File: src/rtl/uart_rx_pkg.sv
package uart_rx_pkg;
    typedef enum logic [1:0] {
        RX_IDLE,
        RX_START,
        RX_DATA,
        RX_STOP
    } rx_state_e;

    typedef struct packed {
        logic       ferr;
        logic [8:0] data;
    } rx_entry_t;
endpackage

File: src/rtl/uart_rx_recover.sv
module uart_rx_recover
    import uart_rx_pkg::*;
#(
    parameter int OSR      = 16,
    parameter int MAX_BITS = 9
) (
    input  logic      clk,
    input  logic      rst_n,
    input  logic      run,
    input  logic      tick,
    input  logic      rx_s,
    input  logic      nine_bit,
    output logic      char_valid,
    output rx_entry_t char_out
);
    localparam int CW = $clog2(OSR);
    localparam int BW = $clog2(MAX_BITS + 1);
    localparam logic [CW-1:0] START_CHK = CW'(OSR / 2 - 2);
    localparam logic [CW-1:0] RELOAD    = CW'(OSR / 2 + 2);
    localparam logic [CW-1:0] VOTE_A    = CW'(OSR / 2 - 1);
    localparam logic [CW-1:0] VOTE_B    = CW'(OSR / 2);
    localparam logic [CW-1:0] VOTE_C    = CW'(OSR / 2 + 1);
    localparam logic [CW-1:0] CNT_TOP   = CW'(OSR - 1);

    rx_state_e         state, nxt;
    logic [CW-1:0]     cnt;
    logic [BW-1:0]     bit_idx;
    logic [MAX_BITS-1:0] sr;
    logic              vote_a, vote_b, prev;
    logic              maj, last_bit;

    assign maj      = (vote_a & vote_b) | (vote_a & rx_s) | (vote_b & rx_s);
    assign last_bit = (bit_idx == (nine_bit ? BW'(8) : BW'(7)));

    // state register
    always_ff @(posedge clk or negedge rst_n) begin
        if (!rst_n)
            state <= RX_IDLE;
        else if (!run)
            state <= RX_IDLE;
        else
            state <= nxt;
    end

    always_comb begin
        nxt = state;
        unique case (state)
            RX_IDLE:  if (tick && prev && !rx_s) nxt = RX_START;
            RX_START: if (tick && cnt == START_CHK) nxt = rx_s ? RX_IDLE : RX_DATA;
            RX_DATA:  if (tick && cnt == VOTE_C && last_bit) nxt = RX_STOP;
            RX_STOP:  if (tick && cnt == VOTE_C) nxt = RX_IDLE;
            default:  nxt = RX_IDLE;
        endcase
    end

    // outputs and datapath
    always_ff @(posedge clk or negedge rst_n) begin
        if (!rst_n) begin
            cnt        <= '0;
            bit_idx    <= '0;
            sr         <= '0;
            vote_a     <= 1'b1;
            vote_b     <= 1'b1;
            prev       <= 1'b1;
            char_valid <= 1'b0;
            char_out   <= '0;
        end else begin
            char_valid <= 1'b0;
            if (!run) begin
                cnt     <= '0;
                bit_idx <= '0;
                prev    <= rx_s;
            end else if (tick) begin
                unique case (state)
                    RX_IDLE: begin
                        prev    <= rx_s;
                        cnt     <= '0;
                        bit_idx <= '0;
                        sr      <= '0;
                    end
                    RX_START: begin
                        if (cnt == START_CHK) begin
                            cnt  <= RELOAD;
                            prev <= rx_s;
                        end else begin
                            cnt <= cnt + 1'b1;
                        end
                    end
                    RX_DATA, RX_STOP: begin
                        cnt <= (cnt == CNT_TOP) ? '0 : cnt + 1'b1;
                        if (cnt == VOTE_A) vote_a <= rx_s;
                        if (cnt == VOTE_B) vote_b <= rx_s;
                        if (cnt == VOTE_C) begin
                            if (state == RX_DATA) begin
                                sr[bit_idx] <= maj;
                                bit_idx     <= bit_idx + 1'b1;
                            end else begin
                                char_valid    <= 1'b1;
                                char_out.ferr <= ~maj;
                                char_out.data <= nine_bit ? sr : {1'b0, sr[7:0]};
                                prev          <= maj;
                            end
                        end
                    end
                    default: cnt <= '0;
                endcase
            end
        end
    end

    AST_IDLE_WHEN_OFF: assert property (@(posedge clk) disable iff (!rst_n)
        !run |=> state == RX_IDLE);
    AST_BIT_RANGE: assert property (@(posedge clk) disable iff (!rst_n)
        state == RX_DATA |-> bit_idx <= BW'(8));
    AST_VALID_PULSE: assert property (@(posedge clk) disable iff (!rst_n)
        char_valid |=> !char_valid);
endmodule

File: src/rtl/uart_rx_fifo.sv
module uart_rx_fifo
    import uart_rx_pkg::*;
#(
    parameter int DEPTH = 2
) (
    input  logic      clk,
    input  logic      rst_n,
    input  logic      flush,
    input  logic      push,
    input  rx_entry_t push_data,
    input  logic      pop,
    output rx_entry_t head,
    output logic      full,
    output logic      empty
);
    localparam int PW = (DEPTH > 1) ? $clog2(DEPTH) : 1;
    localparam int CTW = $clog2(DEPTH + 1);
    localparam logic [PW-1:0] LAST = PW'(DEPTH - 1);

    rx_entry_t      mem [DEPTH];
    logic [PW-1:0]  wr_ptr, rd_ptr;
    logic [CTW-1:0] count;
    logic           do_push, do_pop;

    assign full    = (count == CTW'(DEPTH));
    assign empty   = (count == '0);
    assign do_pop  = pop && !empty;
    assign do_push = push && (!full || do_pop);
    assign head    = mem[rd_ptr];

    always_ff @(posedge clk or negedge rst_n) begin
        if (!rst_n) begin
            wr_ptr <= '0;
            rd_ptr <= '0;
            count  <= '0;
        end else if (flush) begin
            wr_ptr <= '0;
            rd_ptr <= '0;
            count  <= '0;
        end else begin
            if (do_push) wr_ptr <= (wr_ptr == LAST) ? '0 : wr_ptr + 1'b1;
            if (do_pop)  rd_ptr <= (rd_ptr == LAST) ? '0 : rd_ptr + 1'b1;
            if (do_push && !do_pop)      count <= count + 1'b1;
            else if (do_pop && !do_push) count <= count - 1'b1;
        end
    end

    generate
        for (genvar i = 0; i < DEPTH; i++) begin : g_slot
            always_ff @(posedge clk or negedge rst_n) begin
                if (!rst_n)
                    mem[i] <= '0;
                else if (do_push && !flush && wr_ptr == PW'(i))
                    mem[i] <= push_data;
            end
        end
    endgenerate

    AST_NO_OVERFLOW: assert property (@(posedge clk) disable iff (!rst_n)
        count <= CTW'(DEPTH));
    AST_POP_EMPTY: assert property (@(posedge clk) disable iff (!rst_n)
        (empty && pop && !push && !flush) |=> empty);
    AST_FULL_HOLD: assert property (@(posedge clk) disable iff (!rst_n)
        (full && push && !pop && !flush) |=> full);
endmodule

File: src/rtl/uart_os_rx.sv
module uart_os_rx
    import uart_rx_pkg::*;
#(
    parameter int OSR        = 16,
    parameter int FIFO_DEPTH = 2
) (
    input  logic       clk,
    input  logic       rst_n,
    input  logic       rx_line,
    input  logic       tick16,
    input  logic       port_en,
    input  logic       cont_rx,
    input  logic       sync_mode,
    input  logic       nine_bit_en,
    input  logic       rd_pop,
    output logic [7:0] rd_data,
    output logic       rd_bit8,
    output logic       data_avail,
    output logic       frame_err,
    output logic       overrun_err
);
    logic      sync1, sync2;
    logic      run, char_valid, full, empty, ovr;
    rx_entry_t char_out, head;

    always_ff @(posedge clk or negedge rst_n) begin
        if (!rst_n) begin
            sync1 <= 1'b1;
            sync2 <= 1'b1;
        end else begin
            sync1 <= rx_line;
            sync2 <= sync1;
        end
    end

    assign run = port_en && cont_rx && !sync_mode && !ovr;

    uart_rx_recover #(.OSR(OSR), .MAX_BITS(9)) u_recover (
        .clk        (clk),
        .rst_n      (rst_n),
        .run        (run),
        .tick       (tick16),
        .rx_s       (sync2),
        .nine_bit   (nine_bit_en),
        .char_valid (char_valid),
        .char_out   (char_out)
    );

    uart_rx_fifo #(.DEPTH(FIFO_DEPTH)) u_fifo (
        .clk       (clk),
        .rst_n     (rst_n),
        .flush     (!port_en),
        .push      (char_valid),
        .push_data (char_out),
        .pop       (rd_pop),
        .head      (head),
        .full      (full),
        .empty     (empty)
    );

    always_ff @(posedge clk or negedge rst_n) begin
        if (!rst_n)
            ovr <= 1'b0;
        else if (!port_en || !cont_rx)
            ovr <= 1'b0;
        else if (char_valid && full && !rd_pop)
            ovr <= 1'b1;
    end

    assign rd_data     = head.data[7:0];
    assign rd_bit8     = head.data[8];
    assign frame_err   = head.ferr;
    assign data_avail  = !empty;
    assign overrun_err = ovr;

    AST_OVR_STICKY: assert property (@(posedge clk) disable iff (!rst_n)
        (ovr && cont_rx && port_en) |=> ovr);
    AST_OVR_CLEAR: assert property (@(posedge clk) disable iff (!rst_n)
        !cont_rx |=> !ovr);
    AST_FLUSH_EMPTY: assert property (@(posedge clk) disable iff (!rst_n)
        !port_en |=> !data_avail);
endmodule

File: config.mk
export PLATFORM = sky130hd
export DESIGN_NAME = uart_os_rx
export DESIGN_NICKNAME = d
export VERILOG_FILES = /design/src/rtl/uart_rx_pkg.sv /design/src/rtl/uart_rx_recover.sv /design/src/rtl/uart_rx_fifo.sv /design/src/rtl/uart_os_rx.sv
export SDC_FILE = /design/constraint.sdc
export NUM_CORES = 1
export LEC_CHECK = 0
export BUFFER_PORTS_ARGS = -buffer_cell sky130_fd_sc_hd__buf_2
export CORE_MARGIN = 5
export CORE_UTILIZATION = 25
export DETAILED_ROUTE_END_ITERATION = 10
export PLACE_DENSITY = 0.39
export SLEW_MARGIN = 20
export SYNTH_ARGS = -nofsm -noshare
export SYNTH_HDL_FRONTEND = slang
export SYNTH_SLANG_ARGS = --single-unit
File: constraint.sdc
create_clock -name clk -period 2.5 [get_ports clk]
set_clock_uncertainty 0.2 [all_clocks]
set_input_delay 0.5 -clock clk [delete_from_list [all_inputs] [get_ports clk]]
set_output_delay 0.5 -clock clk [all_outputs]
set_load 0.1 [all_outputs]
==> flow_summary_export.csv, run 1 <==
group,metric,value,unit
status,outcome,"finished clean",
worst_setup_path,worstSetupPathType,"reg -> out",
finish,drive_gt1_frac,0.327,
sta,finalHoldViolations,0,
finish,final-seq-area,0.00151,mm²
placement,dp_hpwl,4740,µm
logic_synthesis,synthDistinctLibCells,47,
finish,multi_input_area,0.00140,mm²
die,io_pins,21,
sta,finalSetupViolations,0,
sta,slew_violations,0,
hold_path,hp-class,"in -> reg",
grt,grt_first_pass_wirelength,11700,µm
sta,hold_slack,0.0770,ns
grt,antenna_found_initial,0,
clock_network,clock_latency,0.32,ns
pwr,power_leakage,1.77,nW
logic_synthesis,postSynthAreaPerCell,11.1,µm²
placement,portBuffers,20,
logic_synthesis,synthFlopType,"dfrtp_1",
worst_setup_path,cp-start-kind,"flop",
die,die_h,120,µm
die,initial_core_util,0.253,
grt,overflow,0,
worst_setup_path,required,1.80,ns
drt,dr_total_vias,2109,
job,maxCapViolCount,0,
drt,ant_nets,0,
grt,grt_max_degree,29,
grt,grt_use_total,0.102,
sta,fmax,0.417,GHz
logic_synthesis,syn-cell-area,0.00301,mm²
die,coreArea,0.0119,mm²
logic_synthesis,ys_seq_elements,60,
drt,routed_wl,6650,µm
sta,finalCritPeriodShare,0.958,
drt,firstDrtPassIters,4,
worst_setup_path,cp_num_buf_inv,1,
clock_network,cts_tree,"built",
die,design.die.area,0.0143,mm²
finish,fin_nets,321,
finish,num_antenna_cells,0,
logic_synthesis,synth_edf_count,0,
worst_setup_path,end_kind,"primary output",
clock_network,numCtsBuffers,9,
finish,area_growth,23.4,%
die,rows,40,
sta,slew_headroom,0.468,
sta,worst_pin_slew,0.794,ns
grt,first_global_vias,2203,
logic_synthesis,synth_cells,271,
clock_network,post-cts-setup-buffers,0,
sta,grt_setup_unrepaired,"no",
worst_setup_path,crit_path_cell_trace,"mux2_2 > buf_2",
clock_network,clk_pin_slew,0.05,ns
worst_setup_path,cpLargestDelayFamily,"flip-flops",
pwr,internal-power,2.03,mW
pwr,p_comb_frac,0.024,
pwr,powerDensity,676,mW/mm²
clock_network,cts-root-buf,"clkbuf_16",
pwr,netSwitchingFraction,0.192,
logic_synthesis,yosys_warnings,0,
drt,drc,0,
logic_synthesis,async_reset_ff_frac,1.00,
pwr,vdd_ir_drop_max,0.000269,V
clock_network,htreeDepth,3,
logic_synthesis,synth_nets,288,
clock_network,cts_buffer_depth,2,
worst_setup_path,cpMaxStageDelayCell,"dfrtp_1",
clock_network,clock-sinks,60,
drt,wire_per_inst,14.6,µm
finish,num-fill-cells,1234,
pwr,clkPwrFrac,0.585,
die,die_w,120,µm
finish,stdcell_area,0.00371,mm²
placement,place_congestion,0.709,
pwr,seqPwrFrac,0.391,
logic_synthesis,yosysSeqAreaShare,0.501,
sta,timing.final.crit_period,2.40,ns
placement,place_area,0.00334,mm²
drt,viasPerCell,4.63,
worst_setup_path,crit_arrival,1.70,ns
worst_setup_path,critPathMaxStageDelay,0.67,ns
drt,initialDrtViolationCount,90,
worst_setup_path,crit_fanout,11,
sta,tns,0,ns
pwr,p_sw,482,µW
[cells in the mapped netlist, types with 3 or more instances]
library cell | count | area [µm²]
ha_1 | 8 | 100
nand2_1 | 23 | 86.3
nor3_1 | 6 | 30.0
mux2_2 | 36 | 405
nand2b_1 | 4 | 25.0
nand4_1 | 12 | 75.1
clkbuf_1 | 6 | 22.5
a22o_1 | 5 | 43.8
o21ai_0 | 18 | 90.1
buf_2 | 3 | 15.0
nand3_1 | 6 | 30.0
nor2b_1 | 5 | 31.3
a21oi_1 | 14 | 70.1
inv_1 | 12 | 45.0
dfrtp_1 | 55 | 1380
dfstp_2 | 5 | 131
mux2_4 | 5 | 75.1
nor2_1 | 11 | 41.3
a31oi_1 | 3 | 18.8
[sequential cells by signal, indices dropped and copies added, names as in the netlist, 2 cells and up]
register / cells
u_fifo.count: 2
u_recover.sr: 9
u_recover.bit_idx: 4
u_fifo.mem: 20
u_recover.char_out: 10
u_recover.state: 2
u_recover.cnt: 4
[worst register-to-register path: stages, from the launching register on]
cell	delay [ns]
dfrtp_1	0.41
inv_1	0.13
ha_1	0.23
nand3b_4	0.11
or4_1	0.49
buf_4	0.21
mux2_4	0.31
[routing by layer]
metal / vias to the layer above / global-route usage / share of wire
li1: 1058 / - / -
met1: 1015 / 0.132 / 0.49
met2: 27 / 0.160 / 0.47
met3: 9 / 0.0325 / 0.032
met4: 0 / 0.0365 / 0.014
met5: - / 0 / 0
[power by group through the flow]
stage               combinational (mW)  clock [mW]  sequential [mW]
floorplan                       0.0199           0            0.994
global placement                0.0632           0            0.996
detailed placement              0.0636           0            0.997
CTS                             0.0648        1.51            0.980
global route                    0.0725        1.56            0.979
finish                          0.0614        1.47            0.980
[layout make-up]
cell class              instances  share of cell area
clock buffers                  11              0.0681
clock inverters                 5              0.0287
inverters                      12              0.0121
multi-input cells             188               0.378
flip-flops and latches         60               0.406
well taps                     147              0.0496
repair buffers                 33              0.0573
[stage by stage]
step | std cells | util | power, mW | worst slack, ns
floorplan | 271 | - | 1.01 | 0.00198
detailed placement | 439 | 0.281 | 1.06 | 0.226
finish | 456 | 0.312 | 2.51 | 0.104
global placement | 439 | 0.281 | 1.06 | 0.238
global route | 456 | 0.312 | 2.61 | 0.0117
CTS | 456 | 0.312 | 2.56 | 0.0541
[logic make-up after synthesis]
logic type               share of synthesized area
XOR/XNOR                                   0.00582
buffers and inverters                       0.0324
AND/OR/NAND/NOR                              0.153
multiplexers                                 0.163
flip-flops                                   0.501
adder cells (fa/ha/maj)                     0.0333
AO/OA/AOI/OAI                                0.111
[cell usage in the layout (no fill, tap or decap), types with 6 or more instances in the layout]
master      n
dfrtp_1    55
mux2_2     36
nand2_1    23
buf_2      20
o21ai_0    18
a21oi_1    14
inv_1      12
nand4_1    12
nor2_1     11
buf_4      11
clkbuf_16   9
ha_1        8
nand3_1     6
nor3_1      6
[path summary, 6_finish.rpt]
path                                    endpoint  slack (ns)        startpoint  depth (start not counted)
setup / recovery                      rd_data[0]        0.10     u_fifo.rd_ptr                          2
hold / removal                             sync1        0.08           rx_line                          1
setup reg to reg           u_recover.char_out[6]        0.29  u_recover.cnt[1]                          6
hold reg to reg                            sync2        0.15             sync1                          0
max in group asynchronous   u_recover.bit_idx[2]        1.05             rst_n                          3
min in group asynchronous          u_fifo.mem[6]        0.46             rst_n                          2
[repair_timing]
item,4_1_cts,5_1_grt
hold buffers,1,0
gates resized for setup,0,0
endpoints found under the hold margin,17,0
Power figures use the tool's default switching activity.
==> run 2: changes to the inputs <==
--- a/config.mk
+++ b/config.mk
@@ -8,6 +8,7 @@
 export BUFFER_PORTS_ARGS = -buffer_cell sky130_fd_sc_hd__buf_2
 export CORE_MARGIN = 5
 export CORE_UTILIZATION = 25
+export CTS_BUF_LIST = sky130_fd_sc_hd__clkbuf_4
 export DETAILED_ROUTE_END_ITERATION = 10
 export PLACE_DENSITY = 0.39
 export SLEW_MARGIN = 20
==> run 2 against run 1 <==
Net effect:
- critical path depth did not move
- power fell by 23%
- setup slack improved by 0.055 ns
- worst hold slack improved by 0.033 ns
- clock power fell by 40%
- die area did not move
- utilization fell by 1.4 points
- first-iteration DRC count rose by 12%
- via count rose by 0.71%
- design area fell by 4.5%
- flip-flop and latch count did not move
- combinational power rose by 2%
- largest cell class unchanged
- highest routed layer unchanged
==> flow_summary_export.csv, run 2 (same netlist as run 1, synthesis figures left out) <==
group,metric,value,unit
sta,slew_headroom,0.450,
sta,worst_pin_slew,0.821,ns
finish,num_antenna_cells,0,
drt,drc,0,
status,outcome,"finished clean",
hold_path,whs_path_depth,3,
drt,dr_total_vias,2124,
worst_setup_path,crit_arrival,1.64,ns
drt,firstDrtPassIters,4,
grt,overflow,0,
sta,grt_setup_unrepaired,"no",
pwr,seqPwrFrac,0.509,
grt,grt_use_total,0.102,
grt,first_global_vias,2209,
drt,wire_per_inst,14.6,µm
grt,antenna_found_initial,0,
clock_network,cts_tree,"built",
die,die_w,120,µm
pwr,internal-power,1.50,mW
finish,largest_reg_flops,20,
sta,tns,0,ns
sta,slew_violations,0,
die,rows,40,
hold_path,hp-class,"in -> reg",
worst_setup_path,required,1.80,ns
sta,finalHoldViolations,0,
grt,grt_first_pass_wirelength,11700,µm
sta,timing.final.crit_period,2.34,ns
clock_network,cts-root-buf,"clkbuf_4",
clock_network,post-cts-setup-buffers,0,
clock_network,numCtsBuffers,9,
finish,fin_nets,322,
finish,mostFrequentLayoutCells,"54 x dfrtp_1, 36 x mux2_2, 23 x nand2_1",
pwr,netSwitchingFraction,0.221,
worst_setup_path,cp-start-kind,"flop",
pwr,power_leakage,1.69,nW
finish,layout_commonest_cell,"dfrtp_1",
pwr,clkPwrFrac,0.459,
finish,top_register,"u_fifo.mem",
drt,viasPerCell,4.65,
drt,routed_wl,6660,µm
finish,drive_gt1_frac,0.323,
placement,dp_hpwl,4740,µm
die,coreArea,0.0119,mm²
drt,ant_nets,0,
placement,portBuffers,20,
clock_network,htreeDepth,3,
placement,place_congestion,0.709,
pwr,p_comb_frac,0.033,
pwr,p_sw,424,µW
clock_network,cts_buffer_depth,2,
clock_network,clock_latency,0.41,ns
finish,final_core_util,0.298,
die,design.die.area,0.0143,mm²
worst_setup_path,crit_fanout,11,
worst_setup_path,end_kind,"primary output",
sta,finalCritPeriodShare,0.936,
clock_network,clock-sinks,60,
clock_network,clk_pin_slew,0.10,ns
job,maxCapViolCount,0,
sta,fmax,0.427,GHz
finish,reg_top3,"u_fifo.mem: 20 flops, u_recover.char_out: 10 flops, u_recover.sr: 9 flops",
sta,setup_ws,0.159,ns
worst_setup_path,r2r_cells,6,
die,die_h,120,µm
finish,num-fill-cells,1251,
grt,grt_max_degree,29,
die,io_pins,21,
finish,area_growth,17.8,%
die,initial_core_util,0.253,
pwr,powerDensity,542,mW/mm²
worst_setup_path,worstSetupPathType,"reg -> out",
sta,finalSetupViolations,0,
placement,pre_cts_slack,0.226,ns
drt,initialDrtViolationCount,101,
pwr,vdd_ir_drop_max,0.000292,V
## run 2: worst paths after layout
check	from	to	slack, ns
min reg2reg	sync1	sync2	0.16
min in group asynchronous	rst_n	u_fifo.mem[6]	0.36
max	u_fifo.rd_ptr	rd_data[0]	0.16
max reg2reg	u_recover.cnt[1]	u_recover.char_out[5]	0.29
max in group asynchronous	rst_n	u_recover.sr[8]	1.14
min	cont_rx	overrun_err	0.11
## run 2: metal layers
metal,routed length [µm],vias to the layer above,track usage,share of wire
met3,228,10,0.0353,0.034
met5,0,-,0,0
met4,103,0,0.0322,0.015
li1,-,1060,-,-
met1,3220,1028,0.133,0.48
met2,3120,26,0.161,0.47
## run 2: critical path, cell delays in order (launching register included)
cell and delay, ns:
dfrtp_2 0.55, mux2_2 0.38, buf_2 0.29
## run 2: cell type report
class	instances	area, µm²	area share
clock inverters	7	114	0.0321
multi-input cells	188	1400	0.396
clock buffers	9	67.6	0.0191
repair buffers	34	223	0.0628
inverters	12	45.0	0.0127
flip-flops and latches	60	1510	0.426
well taps	147	184	0.0519
## run 2: metrics by stage
stage | instances | cell area, µm² | hold WS, ns | power [mW]
6_report | 457 | 3540 | 0.110 | 1.92
3_5_place_dp | 439 | 3340 | 0.148 | 1.06
2_1_floorplan | 271 | 3010 | 0.00441 | 1.01
5_1_grt | 457 | 3540 | 0.0784 | 2.02
4_1_cts | 457 | 3540 | 0.0823 | 1.96
3_3_place_gp | 439 | 3340 | 0.146 | 1.06
## run 2: power groups by stage
stage	clock, mW	sequential (mW)	combinational [mW]
after floorplan	0	0.994	0.0199
after global placement	0	0.996	0.0632
after detailed placement	0	0.997	0.0636
after CTS	0.920	0.978	0.0660
after global routing	0.972	0.979	0.0737
final	0.882	0.978	0.0627
## run 2: what timing repair did
action                     in CTS  in global routing
hold buffers                    2                  0
setup endpoints to repair      10                  0
gates resized for setup         1                  0
hold endpoints to repair       18                  0
==> run 3: changes to the inputs <==
--- a/config.mk
+++ b/config.mk
@@ -11,6 +11,7 @@
 export CTS_BUF_LIST = sky130_fd_sc_hd__clkbuf_4
 export DETAILED_ROUTE_END_ITERATION = 10
 export PLACE_DENSITY = 0.39
+export REMOVE_ABC_BUFFERS = 1
 export SLEW_MARGIN = 20
 export SYNTH_ARGS = -nofsm -noshare
 export SYNTH_HDL_FRONTEND = slang
==> run 3 against run 2 <==
Net effect:
- worst hold slack improved by 0.020 ns
- critical endpoint is now rd_data[2]
- setup slack improved by 0.024 ns
- critical path type unchanged
- design area fell by 1.8%
- cell count rose by 0.44%
- non-clock buffer count rose by 1
- via count rose by 1.1%
- fmax rose by 1.1%
- clock power fell by 34%
- global-route usage fell by 0.20 points
- flip-flop and latch count did not move
- sequential power barely moved
- utilization fell by 0.54 points
==> flow_summary_export.csv, run 3 (same netlist as run 1, synthesis figures left out) <==
group,metric,value,unit
clock_network,clock-sinks,60,
finish,stdcell_area,0.00348,mm²
drt,viasPerCell,4.68,
grt,grt_first_pass_wirelength,11500,µm
sta,worst_pin_slew,0.788,ns
finish,reg_top3,"u_fifo.mem: 20 flops, u_recover.char_out: 10 flops, u_recover.sr: 9 flops",
pwr,power_leakage,1.66,nW
placement,place_congestion,0.727,
worst_setup_path,end_kind,"primary output",
worst_setup_path,crit_arrival,1.62,ns
clock_network,cts_buffer_depth,2,
drt,dr_total_vias,2148,
die,rows,40,
drt,wire_per_inst,14.8,µm
finish,area_growth,15.7,%
die,coreArea,0.0119,mm²
sta,slew_violations,0,
sta,slew_headroom,0.472,
grt,antenna_found_initial,1,
hold_path,hp-class,"in -> reg",
die,die_w,120,µm
finish,layout_commonest_cell,"dfrtp_1",
job,maxCapViolCount,0,
finish,drive_gt1_frac,0.325,
sta,finalSetupViolations,0,
die,die_h,120,µm
die,initial_core_util,0.253,
drt,drc,0,
status,outcome,"finished clean",
clock_network,numCtsBuffers,9,
worst_setup_path,required,1.80,ns
sta,hold_slack,0.130,ns
pwr,powerDensity,466,mW/mm²
clock_network,cts-root-buf,"clkbuf_4",
sta,timing.final.crit_period,2.32,ns
grt,first_global_vias,2256,
worst_setup_path,crit_fanout,11,
grt,grt_max_degree,27,
drt,ant_nets,0,
worst_setup_path,worstSetupPathType,"reg -> out",
placement,dp_hpwl,4850,µm
sta,grt_setup_unrepaired,"no",
worst_setup_path,cp-start-kind,"flop",
grt,overflow,0,
clock_network,clock_latency,0.39,ns
die,io_pins,21,
clock_network,clk_pin_slew,0.11,ns
finish,fin_nets,323,
finish,top_register,"u_fifo.mem",
drt,initialDrtViolationCount,65,
finish,largest_reg_flops,20,
grt,grt_use_total,0.100,
finish,final_core_util,0.292,
clock_network,cts_tree,"built",
placement,place_area,0.00335,mm²
die,design.die.area,0.0143,mm²
finish,mostFrequentLayoutCells,"54 x dfrtp_1, 36 x mux2_2, 23 x nand2_1",
sta,finalCritPeriodShare,0.927,
drt,routed_wl,6790,µm
pwr,vdd_ir_drop_max,0.000124,V
clock_network,htreeDepth,3,
sta,finalHoldViolations,0,
pwr,power,1.62,mW
sta,tns,0,ns
sta,fmax,0.432,GHz
clock_network,post-cts-setup-buffers,0,
drt,firstDrtPassIters,6,
placement,portBuffers,20,
==> run 3: per-layer routing <==
metal  up-vias  wire length [µm]  global-route usage
met5         -                 0                   0
met4         0                97              0.0458
met3         6               188              0.0212
met2        28              3120               0.158
met1      1055              3380               0.132
li1       1059                 -                   -
==> run 3: final timing paths <==
check                                 start               endpoint  slack, ns  cells past startpoint
setup reg to reg           u_recover.cnt[1]  u_recover.char_out[7]       0.29                      6
min in group asynchronous             rst_n  u_recover.char_out[5]       0.26                      2
max in group asynchronous             rst_n                  sync1       1.30                      3
setup / recovery              u_fifo.rd_ptr             rd_data[2]       0.18                      2
hold / removal                      cont_rx            overrun_err       0.13                      3
hold reg to reg                       sync1                  sync2       0.16                      0
==> run 3: what timing repair did <==
action | CTS | global route
hold endpoints to repair | 32 | 0
hold buffers | 2 | 0
resized for setup | 1 | 0
endpoints found under the setup margin | 10 | 0
==> run 3: report_power, final <==
group          internal [mW]  total (mW)  switching (mW)  leakage, nW
clock network          0.206       0.580           0.375       0.0573
registers              0.975       0.978         0.00290        0.819
logic                 0.0224      0.0648          0.0424        0.781
total                   1.20        1.62           0.420         1.66
==> run 3: worst max-delay path: stages (launching register included) <==
cell and delay, ns:
dfrtp_2 0.55, mux2_2 0.38, buf_2 0.29
==> run 3: cell type report <==
| cell class | count | area [µm²] |
|---|---|---|
| flip-flops and latches | 60 | 1510 |
| clock buffers | 10 | 75.1 |
| fillers | 1283 | 8430 |
| multi-input cells | 188 | 1400 |
| diodes | 1 | 2.50 |
| well taps | 147 | 184 |
| repair buffers | 35 | 230 |
| inverters | 12 | 45.0 |
| clock inverters | 6 | 32.5 |
==> run 3: through the flow <==
step	std cells	worst slack [ns]
6_report	459	0.184
5_1_grt	459	0.0906
4_1_cts	458	0.118
3_5_place_dp	440	0.253
3_3_place_gp	440	0.272
2_1_floorplan	260	-0.294
